$ cat src/rtl/poll_pkg.sv
package poll_pkg;

  typedef enum logic [1:0] {
    PM_TOGGLE      = 2'b00,
    PM_TOGGLE_SLOW = 2'b01,
    PM_DATA        = 2'b10,
    PM_DATA_ALT    = 2'b11
  } poll_mode_e;

  typedef enum logic [2:0] {
    ST_IDLE,
    ST_REF_ISSUE,
    ST_REF_WAIT,
    ST_DELAY,
    ST_CMP_ISSUE,
    ST_CMP_WAIT
  } poll_state_e;

  localparam logic [7:0] TOGGLE_MASK = 8'h40;
  localparam logic [7:0] DATA_MASK   = 8'h80;

  function automatic logic is_toggle(input poll_mode_e m);
    return (m == PM_TOGGLE) || (m == PM_TOGGLE_SLOW);
  endfunction

endpackage

$ cat src/rtl/poll_read_port.sv
module poll_read_port #(
  parameter int ADDR_W = 24,
  parameter int DATA_W = 8
) (
  input  logic              clk,
  input  logic              rst,
  input  logic              go,
  input  logic [ADDR_W-1:0] go_addr,
  output logic [ADDR_W-1:0] rd_addr,
  output logic              rd_req,
  input  logic [DATA_W-1:0] rd_data,
  input  logic              rd_valid,
  output logic [DATA_W-1:0] got_data,
  output logic              got
);

  always_ff @(posedge clk) begin
    if (rst) begin
      rd_req   <= 1'b0;
      rd_addr  <= '0;
      got_data <= '0;
      got      <= 1'b0;
    end else begin
      got <= 1'b0;
      if (!rd_req && go) begin
        rd_req  <= 1'b1;
        rd_addr <= go_addr;
      end else if (rd_req && rd_valid) begin
        rd_req   <= 1'b0;
        got_data <= rd_data;
        got      <= 1'b1;
      end
    end
  end

  AST_REQ_HOLD: assert property (@(posedge clk) disable iff (rst)
    (rd_req && !rd_valid) |=> (rd_req && $stable(rd_addr)));

  AST_ONE_BYTE: assert property (@(posedge clk) disable iff (rst)
    got |-> !rd_req);

endmodule

$ cat src/rtl/poll_wait_timer.sv
module poll_wait_timer #(
  parameter int WAIT_CYC = 800000
) (
  input  logic clk,
  input  logic rst,
  input  logic arm,
  output logic fin
);

  generate
    if (WAIT_CYC == 0) begin : g_nowait
      always_ff @(posedge clk) begin
        if (rst) fin <= 1'b0;
        else     fin <= arm;
      end
    end else begin : g_wait
      localparam int TW = $clog2(WAIT_CYC + 1);
      logic [TW-1:0] left_q;

      always_ff @(posedge clk) begin
        if (rst) begin
          left_q <= '0;
          fin    <= 1'b0;
        end else begin
          fin <= 1'b0;
          if (arm) begin
            left_q <= TW'(WAIT_CYC);
          end else if (left_q != '0) begin
            left_q <= left_q - 1'b1;
            fin    <= (left_q == TW'(1));
          end
        end
      end

      AST_TIMER_RANGE: assert property (@(posedge clk) disable iff (rst)
        left_q <= TW'(WAIT_CYC));
    end
  endgenerate

endmodule

$ cat src/rtl/poll_iter_counter.sv
module poll_iter_counter #(
  parameter int MAX_ITER  = 32'h0FFFFFFF,
  parameter int WARN_ITER = 32'h00100000
) (
  input  logic clk,
  input  logic rst,
  input  logic clr,
  input  logic inc,
  output logic last,
  output logic over
);

  localparam int CNT_W = $clog2(MAX_ITER + 1);

  logic [CNT_W-1:0] cnt_q;

  always_ff @(posedge clk) begin
    if (rst) begin
      cnt_q <= '0;
    end else if (clr) begin
      cnt_q <= '0;
    end else if (inc && (cnt_q != CNT_W'(MAX_ITER))) begin
      cnt_q <= cnt_q + 1'b1;
    end
  end

  // count value is the number of compare reads already finished
  assign last = (cnt_q == CNT_W'(MAX_ITER - 1));
  assign over = ({1'b0, cnt_q} >= (CNT_W + 1)'(WARN_ITER));

  AST_CNT_CAP: assert property (@(posedge clk) disable iff (rst)
    cnt_q <= CNT_W'(MAX_ITER));

endmodule

$ cat src/rtl/flash_ready_poller.sv
module flash_ready_poller
  import poll_pkg::*;
#(
  parameter int              ADDR_W       = 24,
  parameter int              CLK_KHZ      = 100000,
  parameter int              SLOW_WAIT_US = 8000,
  parameter int              MAX_ITER     = 32'h0FFFFFFF,
  parameter int              WARN_ITER    = 32'h00100000,
  parameter logic [ADDR_W-1:0] DEV_BASE   = '0
) (
  input  logic              clk,
  input  logic              rst,
  input  logic              start,
  input  logic [1:0]        mode,
  input  logic [ADDR_W-1:0] poll_addr,
  input  logic [7:0]        expect_data,
  output logic [ADDR_W-1:0] rd_addr,
  output logic              rd_req,
  input  logic [7:0]        rd_data,
  input  logic              rd_valid,
  output logic              busy,
  output logic              done,
  output logic              timeout,
  output logic              long_warn
);

  localparam int WAIT_CYC = (CLK_KHZ * SLOW_WAIT_US) / 1000;

  poll_state_e       state_q;
  poll_mode_e        mode_q;
  logic [ADDR_W-1:0] addr_q;
  logic [7:0]        exp_q;
  logic [7:0]        prev_q;

  logic              rp_go;
  logic [ADDR_W-1:0] rp_addr;
  logic [7:0]        rp_byte;
  logic              rp_got;
  logic              tm_arm;
  logic              tm_fin;
  logic              cnt_clr;
  logic              cnt_inc;
  logic              cnt_last;
  logic              cnt_over;
  logic              slow;
  logic              hit;
  logic              accept;

  assign slow    = (mode_q == PM_TOGGLE_SLOW);
  assign rp_addr = slow ? DEV_BASE : addr_q;
  assign rp_go   = (state_q == ST_REF_ISSUE) || (state_q == ST_CMP_ISSUE);
  assign accept  = (state_q == ST_IDLE) && start;

  always_comb begin
    if (is_toggle(mode_q)) hit = ((rp_byte ^ prev_q) & TOGGLE_MASK) == 8'h00;
    else                   hit = ((rp_byte ^ exp_q) & DATA_MASK) == 8'h00;
  end

  assign cnt_clr = accept;
  assign cnt_inc = (state_q == ST_CMP_WAIT) && rp_got;
  assign tm_arm  = slow && rp_got &&
                   ((state_q == ST_REF_WAIT) ||
                    ((state_q == ST_CMP_WAIT) && !hit && !cnt_last));

  poll_read_port #(.ADDR_W(ADDR_W), .DATA_W(8)) u_port (
    .clk      (clk),
    .rst      (rst),
    .go       (rp_go),
    .go_addr  (rp_addr),
    .rd_addr  (rd_addr),
    .rd_req   (rd_req),
    .rd_data  (rd_data),
    .rd_valid (rd_valid),
    .got_data (rp_byte),
    .got      (rp_got)
  );

  poll_wait_timer #(.WAIT_CYC(WAIT_CYC)) u_timer (
    .clk (clk),
    .rst (rst),
    .arm (tm_arm),
    .fin (tm_fin)
  );

  poll_iter_counter #(.MAX_ITER(MAX_ITER), .WARN_ITER(WARN_ITER)) u_count (
    .clk  (clk),
    .rst  (rst),
    .clr  (cnt_clr),
    .inc  (cnt_inc),
    .last (cnt_last),
    .over (cnt_over)
  );

  always_ff @(posedge clk) begin
    if (rst) begin
      state_q   <= ST_IDLE;
      mode_q    <= PM_TOGGLE;
      addr_q    <= '0;
      exp_q     <= '0;
      prev_q    <= '0;
      busy      <= 1'b0;
      done      <= 1'b0;
      timeout   <= 1'b0;
      long_warn <= 1'b0;
    end else begin
      done    <= 1'b0;
      timeout <= 1'b0;
      case (state_q)
        ST_IDLE: begin
          if (start) begin
            mode_q    <= poll_mode_e'(mode);
            addr_q    <= poll_addr;
            exp_q     <= expect_data;
            long_warn <= 1'b0;
            busy      <= 1'b1;
            state_q   <= is_toggle(poll_mode_e'(mode)) ? ST_REF_ISSUE : ST_CMP_ISSUE;
          end
        end
        ST_REF_ISSUE: state_q <= ST_REF_WAIT;
        ST_REF_WAIT: begin
          if (rp_got) begin
            prev_q  <= rp_byte;
            state_q <= slow ? ST_DELAY : ST_CMP_ISSUE;
          end
        end
        ST_DELAY: begin
          if (tm_fin) state_q <= ST_CMP_ISSUE;
        end
        ST_CMP_ISSUE: state_q <= ST_CMP_WAIT;
        ST_CMP_WAIT: begin
          if (rp_got) begin
            prev_q <= rp_byte;
            if (hit || cnt_last) begin
              done      <= hit;
              timeout   <= !hit;
              long_warn <= cnt_over;
              busy      <= 1'b0;
              state_q   <= ST_IDLE;
            end else begin
              state_q <= slow ? ST_DELAY : ST_CMP_ISSUE;
            end
          end
        end
        default: state_q <= ST_IDLE;
      endcase
    end
  end

  AST_DONE_PULSE: assert property (@(posedge clk) disable iff (rst)
    done |=> !done);

  AST_TIMEOUT_PULSE: assert property (@(posedge clk) disable iff (rst)
    timeout |=> !timeout);

  AST_END_EXCL: assert property (@(posedge clk) disable iff (rst)
    !(done && timeout));

  AST_END_IDLE: assert property (@(posedge clk) disable iff (rst)
    (done || timeout) |-> !busy);

  AST_START_IGNORED: assert property (@(posedge clk) disable iff (rst)
    (busy && start) |=> ($stable(addr_q) && $stable(mode_q) && $stable(exp_q)));

  AST_SLOW_BASE: assert property (@(posedge clk) disable iff (rst)
    (rd_req && busy && slow) |-> (rd_addr == DEV_BASE));

  AST_REQ_WHILE_BUSY: assert property (@(posedge clk) disable iff (rst)
    rd_req |-> busy);

endmodule

$ cat config.mk
export PLATFORM = sky130hd
export DESIGN_NAME = flash_ready_poller
export DESIGN_NICKNAME = d
export VERILOG_FILES = /design/src/rtl/poll_pkg.sv /design/src/rtl/poll_read_port.sv /design/src/rtl/poll_wait_timer.sv /design/src/rtl/poll_iter_counter.sv /design/src/rtl/flash_ready_poller.sv
export SDC_FILE = /design/constraint.sdc
export NUM_CORES = 1
export LEC_CHECK = 0
export BUFFER_PORTS_ARGS = -buffer_cell sky130_fd_sc_hd__buf_4
export CAP_MARGIN = 15
export CORE_ASPECT_RATIO = 1.2
export CORE_UTILIZATION = 61
export DETAILED_ROUTE_END_ITERATION = 10
export PLACE_DENSITY_LB_ADDON = 0.05
export SLEW_MARGIN = 20
export SYNTH_ARGS = -nofsm -noshare
export SYNTH_HDL_FRONTEND = slang
export SYNTH_SLANG_ARGS = --single-unit
$ cat constraint.sdc
create_clock -name clk -period 5 [get_ports clk]
set_input_delay 1 -clock clk [delete_from_list [all_inputs] [get_ports clk]]
set_output_delay 1 -clock clk [all_outputs]
set_load 0.01 [all_outputs]
==> flow_summary_export.csv, run 1 <==
group,metric,value,unit
global_route,antenna_found_initial,0,
synthesis,synth_top_cell_area_share,0.441,
clocking,cts_buffers,9,
worst_setup_path,crit_required,5.21,ns
synthesis,synth_area_per_cell,8.15,um2
synthesis,synth_cell_types,53,
synthesis,synth-seq-cells,112,
floorplanning,num_io_pins,75,
clocking,cts-root-buf,"clkbuf_8",
route,drt.antenna.violating_nets,0,
clocking,clk_pin_slew,0.11,ns
route,firstDrtPassIters,4,
final_layout,layout_commonest_cell,"nand2_1",
timing,fin_crit_sh,0.555,
timing,fin_crit,2.78,ns
worst_setup_path,cp-end-kind,"flop",
global_route,grt.total_usage,0.263,
synthesis,synth_nets,675,
timing,finalSetupViolations,0,
clocking,cts_resized,0,
clocking,cts_tree,"yes",
final_layout,diodes,0,
floorplanning,start_util,0.627,
clocking,clk_path_buf_depth,2,
floorplanning,die_y,102,um
synthesis,ys_seq_area_frac,0.441,
synthesis,synthesis.instances,623,
route,dr.first_iter.drc_count,242,
worst_setup_path,crit_end,"u_timer.g_wait.left_q[8]$_SDFFE_PP0P_",
clocking,cts_setup_buffers,0,
route,drcViolationCount,0,
route,wl_per_cell,14.5,um
timing,rsz0062_at_grt,"no",
place,pre_cts_slack,2.28,ns
timing,clock.fmax,360,MHz
pwr,p_per_area,434,nW/um2
global_route,grt_start_max_net_pins,73,
pwr,vdd_drop_max,409,uV
clocking,htreeDepth,3,
worst_setup_path,crit_type,"reg -> reg",
worst_setup_path,cp-startpoint,"u_count.cnt_q[16]$_SDFFE_PP0P_",
route,routed_wl,11.0,mm
worst_setup_path,cp-start-kind,"flop",
worst_setup_path,rrSetupSlack,2.22,ns
synthesis,async_reset_ff_frac,0,
run,drv_cap,0,
worst_setup_path,crit_arrival,2.99,ns
worst_setup_path,path_max_fanout,16,
route,via_per_inst,5.86,
floorplanning,core_area,8110,um2
synthesis,yosysTopAreaCell,"dfxtp_1",
global_route,grt_pass1_vias,4130,
worst_hold_path,hold_path.class,"reg -> reg",
timing,clock_skew,0.0152,ns
synthesis,synth_flop_cell,"dfxtp_1",
final_layout,drive_gt1_frac,0.141,
worst_setup_path,worstRegToRegCells,5,
worst_setup_path,r2r-start,"u_count.cnt_q[16]$_SDFFE_PP0P_",
final_layout,nets,715,
clocking,cts_hold_buf,0,
outcome,outcome,"complete, no violations",
timing,hold_viol,0,
floorplanning,die_width,85.3,um
global_route,grt_overflow,0,
route,vias,4464,
place,hpwl,7.47,mm
synthesis,syn-cell-area,5080,um2
global_route,grt_pass1_wl,18.7,mm
pwr,p_leak,0.00208,uW
final_layout,mostFrequentLayoutCells,"nand2_1, dfxtp_1, a21oi_1",
worst_setup_path,r2r_end,"u_timer.g_wait.left_q[8]$_SDFFE_PP0P_",
place,finalWeightedCongestion,0.857,
synthesis,synth-edff-count,0,
clocking,cts_sinks,112,
timing,tns,0,ns
place,port_buffers,61,
synthesis,synth.area.top_cells,"dfxtp_1, nand2_1, a21oi_1",
worst_hold_path,hp-start,"u_port.rd_addr[6]$_SDFFE_PP0P_",
synthesis,yosysWarnings,0,
clocking,clkLatencyLatePin,0.36,ns
floorplanning,rows,36,
timing,finalWorstSetupSlack,2.22,ns
final_layout,areaGrowthSynthToFinish,12.6,%
floorplanning,die-area,8700,um2
timing,slew_headroom,0.311,
timing,worst_pin_slew,1.03,ns
timing,drv_slew,0,
-- registers in the layout, summed over array words and instances (netlist names), 2 cells and up --
name,cells
u_timer.g_wait.left_q,20
addr_q,24
u_count.cnt_q,28
state_q,3
u_port.rd_addr,24
u_port.got_data,2
mode_q,2
-- worst min path at each step --
stage / to / cells after the start
2_1_floorplan: prev_q[6]$_SDFFE_PP0P_ / 2
3_3_place_gp: u_port.rd_addr[2]$_SDFFE_PP0P_ / 2
3_5_place_dp: u_port.rd_addr[6]$_SDFFE_PP0P_ / 2
4_1_cts: u_port.rd_addr[22]$_SDFFE_PP0P_ / 2
5_1_grt: u_port.rd_addr[22]$_SDFFE_PP0P_ / 2
6_report: u_port.rd_addr[6]$_SDFFE_PP0P_ / 2
-- cells by family (layout without fill, tap and decap cells) --
kind of cell | count (synthesis) | after routing | share of synthesized area
AO/OA/AOI/OAI | 135 | 135 | 0.154
XOR/XNOR | 28 | 28 | 0.0483
adder cells (fa/ha/maj) | 6 | 6 | 0.0148
buffers and inverters | 49 | 93 | 0.0392
flip-flops | 112 | 112 | 0.441
multiplexers | 5 | 5 | 0.00985
AND/OR/NAND/NOR | 288 | 288 | 0.293
-- cell usage after synthesis (4+ instances only) --
cell type,instances
nand2_1,113
dfxtp_1,112
a21oi_1,80
nor2_1,40
nand3_1,39
clkbuf_1,28
xnor2_1,22
o21ai_0,19
or3_1,14
inv_1,13
nor3_1,13
nor4_1,12
or4_1,11
nand4_1,10
a211oi_1,9
nand2b_1,8
o31ai_1,7
buf_2,6
ha_1,6
xor2_1,6
mux2i_1,5
a31oi_1,4
o211ai_1,4
-- power by group --
group	leakage (uW)	internal, uW	switching, uW
clock network	0.0000754	183	303
registers	0.000911	1010	130
logic	0.00110	325	529
total	0.00208	1520	963
-- worst max-delay path: stages, from the launching register on --
cell      delay [ns]
dfxtp_1         0.40
nand3_1         0.31
nor4_4          0.96
a211oi_1        0.32
o21bai_1        0.49
a31oi_1         0.14
-- area by class of cell --
cell class | instances | area, um2
clock buffer | 10 | 128
clock inverter | 5 | 40.0
fill | 670 | 2390
inverter | 13 | 48.8
multi-input combinational | 462 | 2660
sequential | 112 | 2240
tap | 95 | 119
timing repair buffer | 65 | 488
-- routing by layer --
layer,part of all wire,wire [um],GRT usage
met5,0,0,0
met3,0.031,340,0.0428
met2,0.51,5640,0.471
met4,0.0086,95,0.0705
met1,0.45,4970,0.329
-- metrics by stage --
stage	std cells	total power (uW)	hold WS (ns)	utilization	instance area, um2
finish	762	2490	0.459	0.706	5720
detailed placement	747	2010	0.444	0.685	5550
global route	762	2670	0.473	0.706	5720
global placement	747	1980	0.438	0.685	5550
floorplan	623	1790	0.435	-	5080
CTS	762	2490	0.459	0.706	5720
Power figures use the tool's default switching activity.
==> run 2: changes to the inputs <==
- CORE_UTILIZATION: 61 -> 51
- clock period: 5 -> 2.4 ns (I/O delays scaled with it)
==> run 2 against run 1 <==
Final area rose by 5.0%; worst setup slack worse by 1.9 ns; register-to-register slack worse by 1.9 ns; count of clock-buffer cells in the layout is the same; routed wire length is 2.8% higher; total power rose by 130%; sequential share of layout area decreased by 1.9 points; clock power rose to 3.2 times the previous value; first-iteration DRC count decreased by 34%; die area rose by 19%; largest cell class unchanged.
==> flow_summary_export.csv, run 2 (synthesis results as in run 1) <==
group,metric,value,unit
route,routed_wl,11.4,mm
route,dr.first_iter.drc_count,160,
pwr,vdd_drop_max,745,uV
worst_hold_path,holdPathStages,3,
timing,clock.fmax,481,MHz
worst_setup_path,cp-end-kind,"flop",
global_route,grt.total_usage,0.232,
timing,fin_crit_sh,0.866,
timing,clock_skew,0.0105,ns
final_layout,layout_commonest_cell,"nand2_1",
timing,fin_crit,2.08,ns
timing,drv_slew,0,
global_route,top_usage_layer,"met2",
floorplanning,rows,39,
global_route,antenna_found_initial,0,
final_layout,largest_reg_flops,28,
global_route,grt_overflow,0,
timing,rsz0062_at_grt,"no",
route,via_per_inst,5.62,
run,drv_cap,0,
worst_setup_path,crit_arrival,2.31,ns
final_layout,diodes,0,
pwr,p_per_area,965,nW/um2
global_route,use_met3,0.0453,
clocking,cts_buffers,9,
global_route,grt_pass1_wl,19.4,mm
outcome,outcome,"complete, no violations",
final_layout,largest-register,"u_count.cnt_q",
global_route,grt_use_met2,0.389,
place,hpwl,7.86,mm
route,firstDrtPassIters,4,
global_route,met1_usage,0.289,
worst_setup_path,crit_type,"reg -> reg",
floorplanning,die_width,93.1,um
route,drt.antenna.violating_nets,0,
worst_setup_path,crit_required,2.63,ns
timing,finalSetupViolations,0,
floorplanning,core_area,9610,um2
route,vias,4534,
floorplanning,die-area,10400,um2
worst_hold_path,hold_path.class,"in -> reg",
global_route,grt_start_max_net_pins,46,
floorplanning,num_io_pins,75,
final_layout,drive_gt1_frac,0.162,
floorplanning,start_util,0.528,
place,port_buffers,61,
timing,worst_pin_slew,0.678,ns
place,finalWeightedCongestion,0.825,
clocking,cts_resized,0,
final_layout,nets,731,
pwr,p_leak,0.00224,uW
worst_setup_path,path_max_fanout,10,
worst_setup_path,cp-start-kind,"flop",
clocking,cts_sinks,112,
final_layout,mostFrequentLayoutCells,"nand2_1, dfxtp_1, buf_4",
clocking,cts_tree,"yes",
clocking,clkLatencyLatePin,0.35,ns
clocking,cts_hold_buf,0,
place,post-place-cells,791,
clocking,clk_pin_slew,0.08,ns
route,drcViolationCount,0,
clocking,cts_setup_buffers,0,
timing,slew_headroom,0.544,
clocking,clk_path_buf_depth,2,
final_layout,areaGrowthSynthToFinish,18.3,%
timing,tns,0,ns
global_route,grt_pass1_vias,4277,
clocking,htreeDepth,3,
timing,hold_viol,0,
final_layout,reg.largest.list,"u_count.cnt_q (28), addr_q (24), u_port.rd_addr (24)",
clocking,cts-root-buf,"clkbuf_16",
route,wl_per_cell,14.1,um
final_layout,finalNonFillerCells,807,
floorplanning,die_y,111,um
worst_setup_path,worstRegToRegCells,5,
run 2: layout make-up:
cell class                      count  area (um2)
Clock buffer                       10         229
Clock inverter                      6        75.1
Fill cell                         856        3610
Inverter                           13        48.8
Multi-Input combinational cell    462        2650
Sequential cell                   112        2240
Tap cell                          123         154
Timing Repair Buffer               81         608
run 2: metal layers:
metal	share of wire	up-vias
met5	0	-
met4	0.020	0
met3	0.031	16
met2	0.51	73
met1	0.44	2140
li1	-	2305
run 2: final timing paths:
kind | start | end | slack, ns
worst max-delay path | u_count.cnt_q[2]$_SDFFE_PP0P_ | u_count.cnt_q[15]$_SDFFE_PP0P_ | 0.32
worst min-delay path | poll_addr[15] | addr_q[15]$_SDFFE_PP0P_ | 0.37
worst max register to register | u_count.cnt_q[2]$_SDFFE_PP0P_ | u_count.cnt_q[15]$_SDFFE_PP0P_ | 0.32
worst min register to register | u_port.rd_addr[6]$_SDFFE_PP0P_ | u_port.rd_addr[6]$_SDFFE_PP0P_ | 0.45
run 2: power by group:
group          internal (uW)  switching, uW
logic                    759           1160
registers               2110            228
clock network            829            707
total                   3700           2090
run 2: worst max-delay path, stage by stage (launching register included):
cell and delay (ns):
dfxtp_1 0.42, nand4_1 0.26, or4_1 0.65, o211ai_2 0.40, or4_1 0.17, o21ai_0 0.07
run 2: per-stage QoR:
stage	instance area (um2)	hold WS [ns]	util	power [uW]	setup WS, ns
final	6010	0.369	0.625	5790	0.321
after global placement	5700	0.439	0.593	4240	0.364
after CTS	6010	0.361	0.625	5830	0.328
after global routing	6010	0.356	0.625	6210	0.0552
after detailed placement	5700	0.447	0.593	4290	0.326
after floorplan	5080	0.435	-	3740	0.507
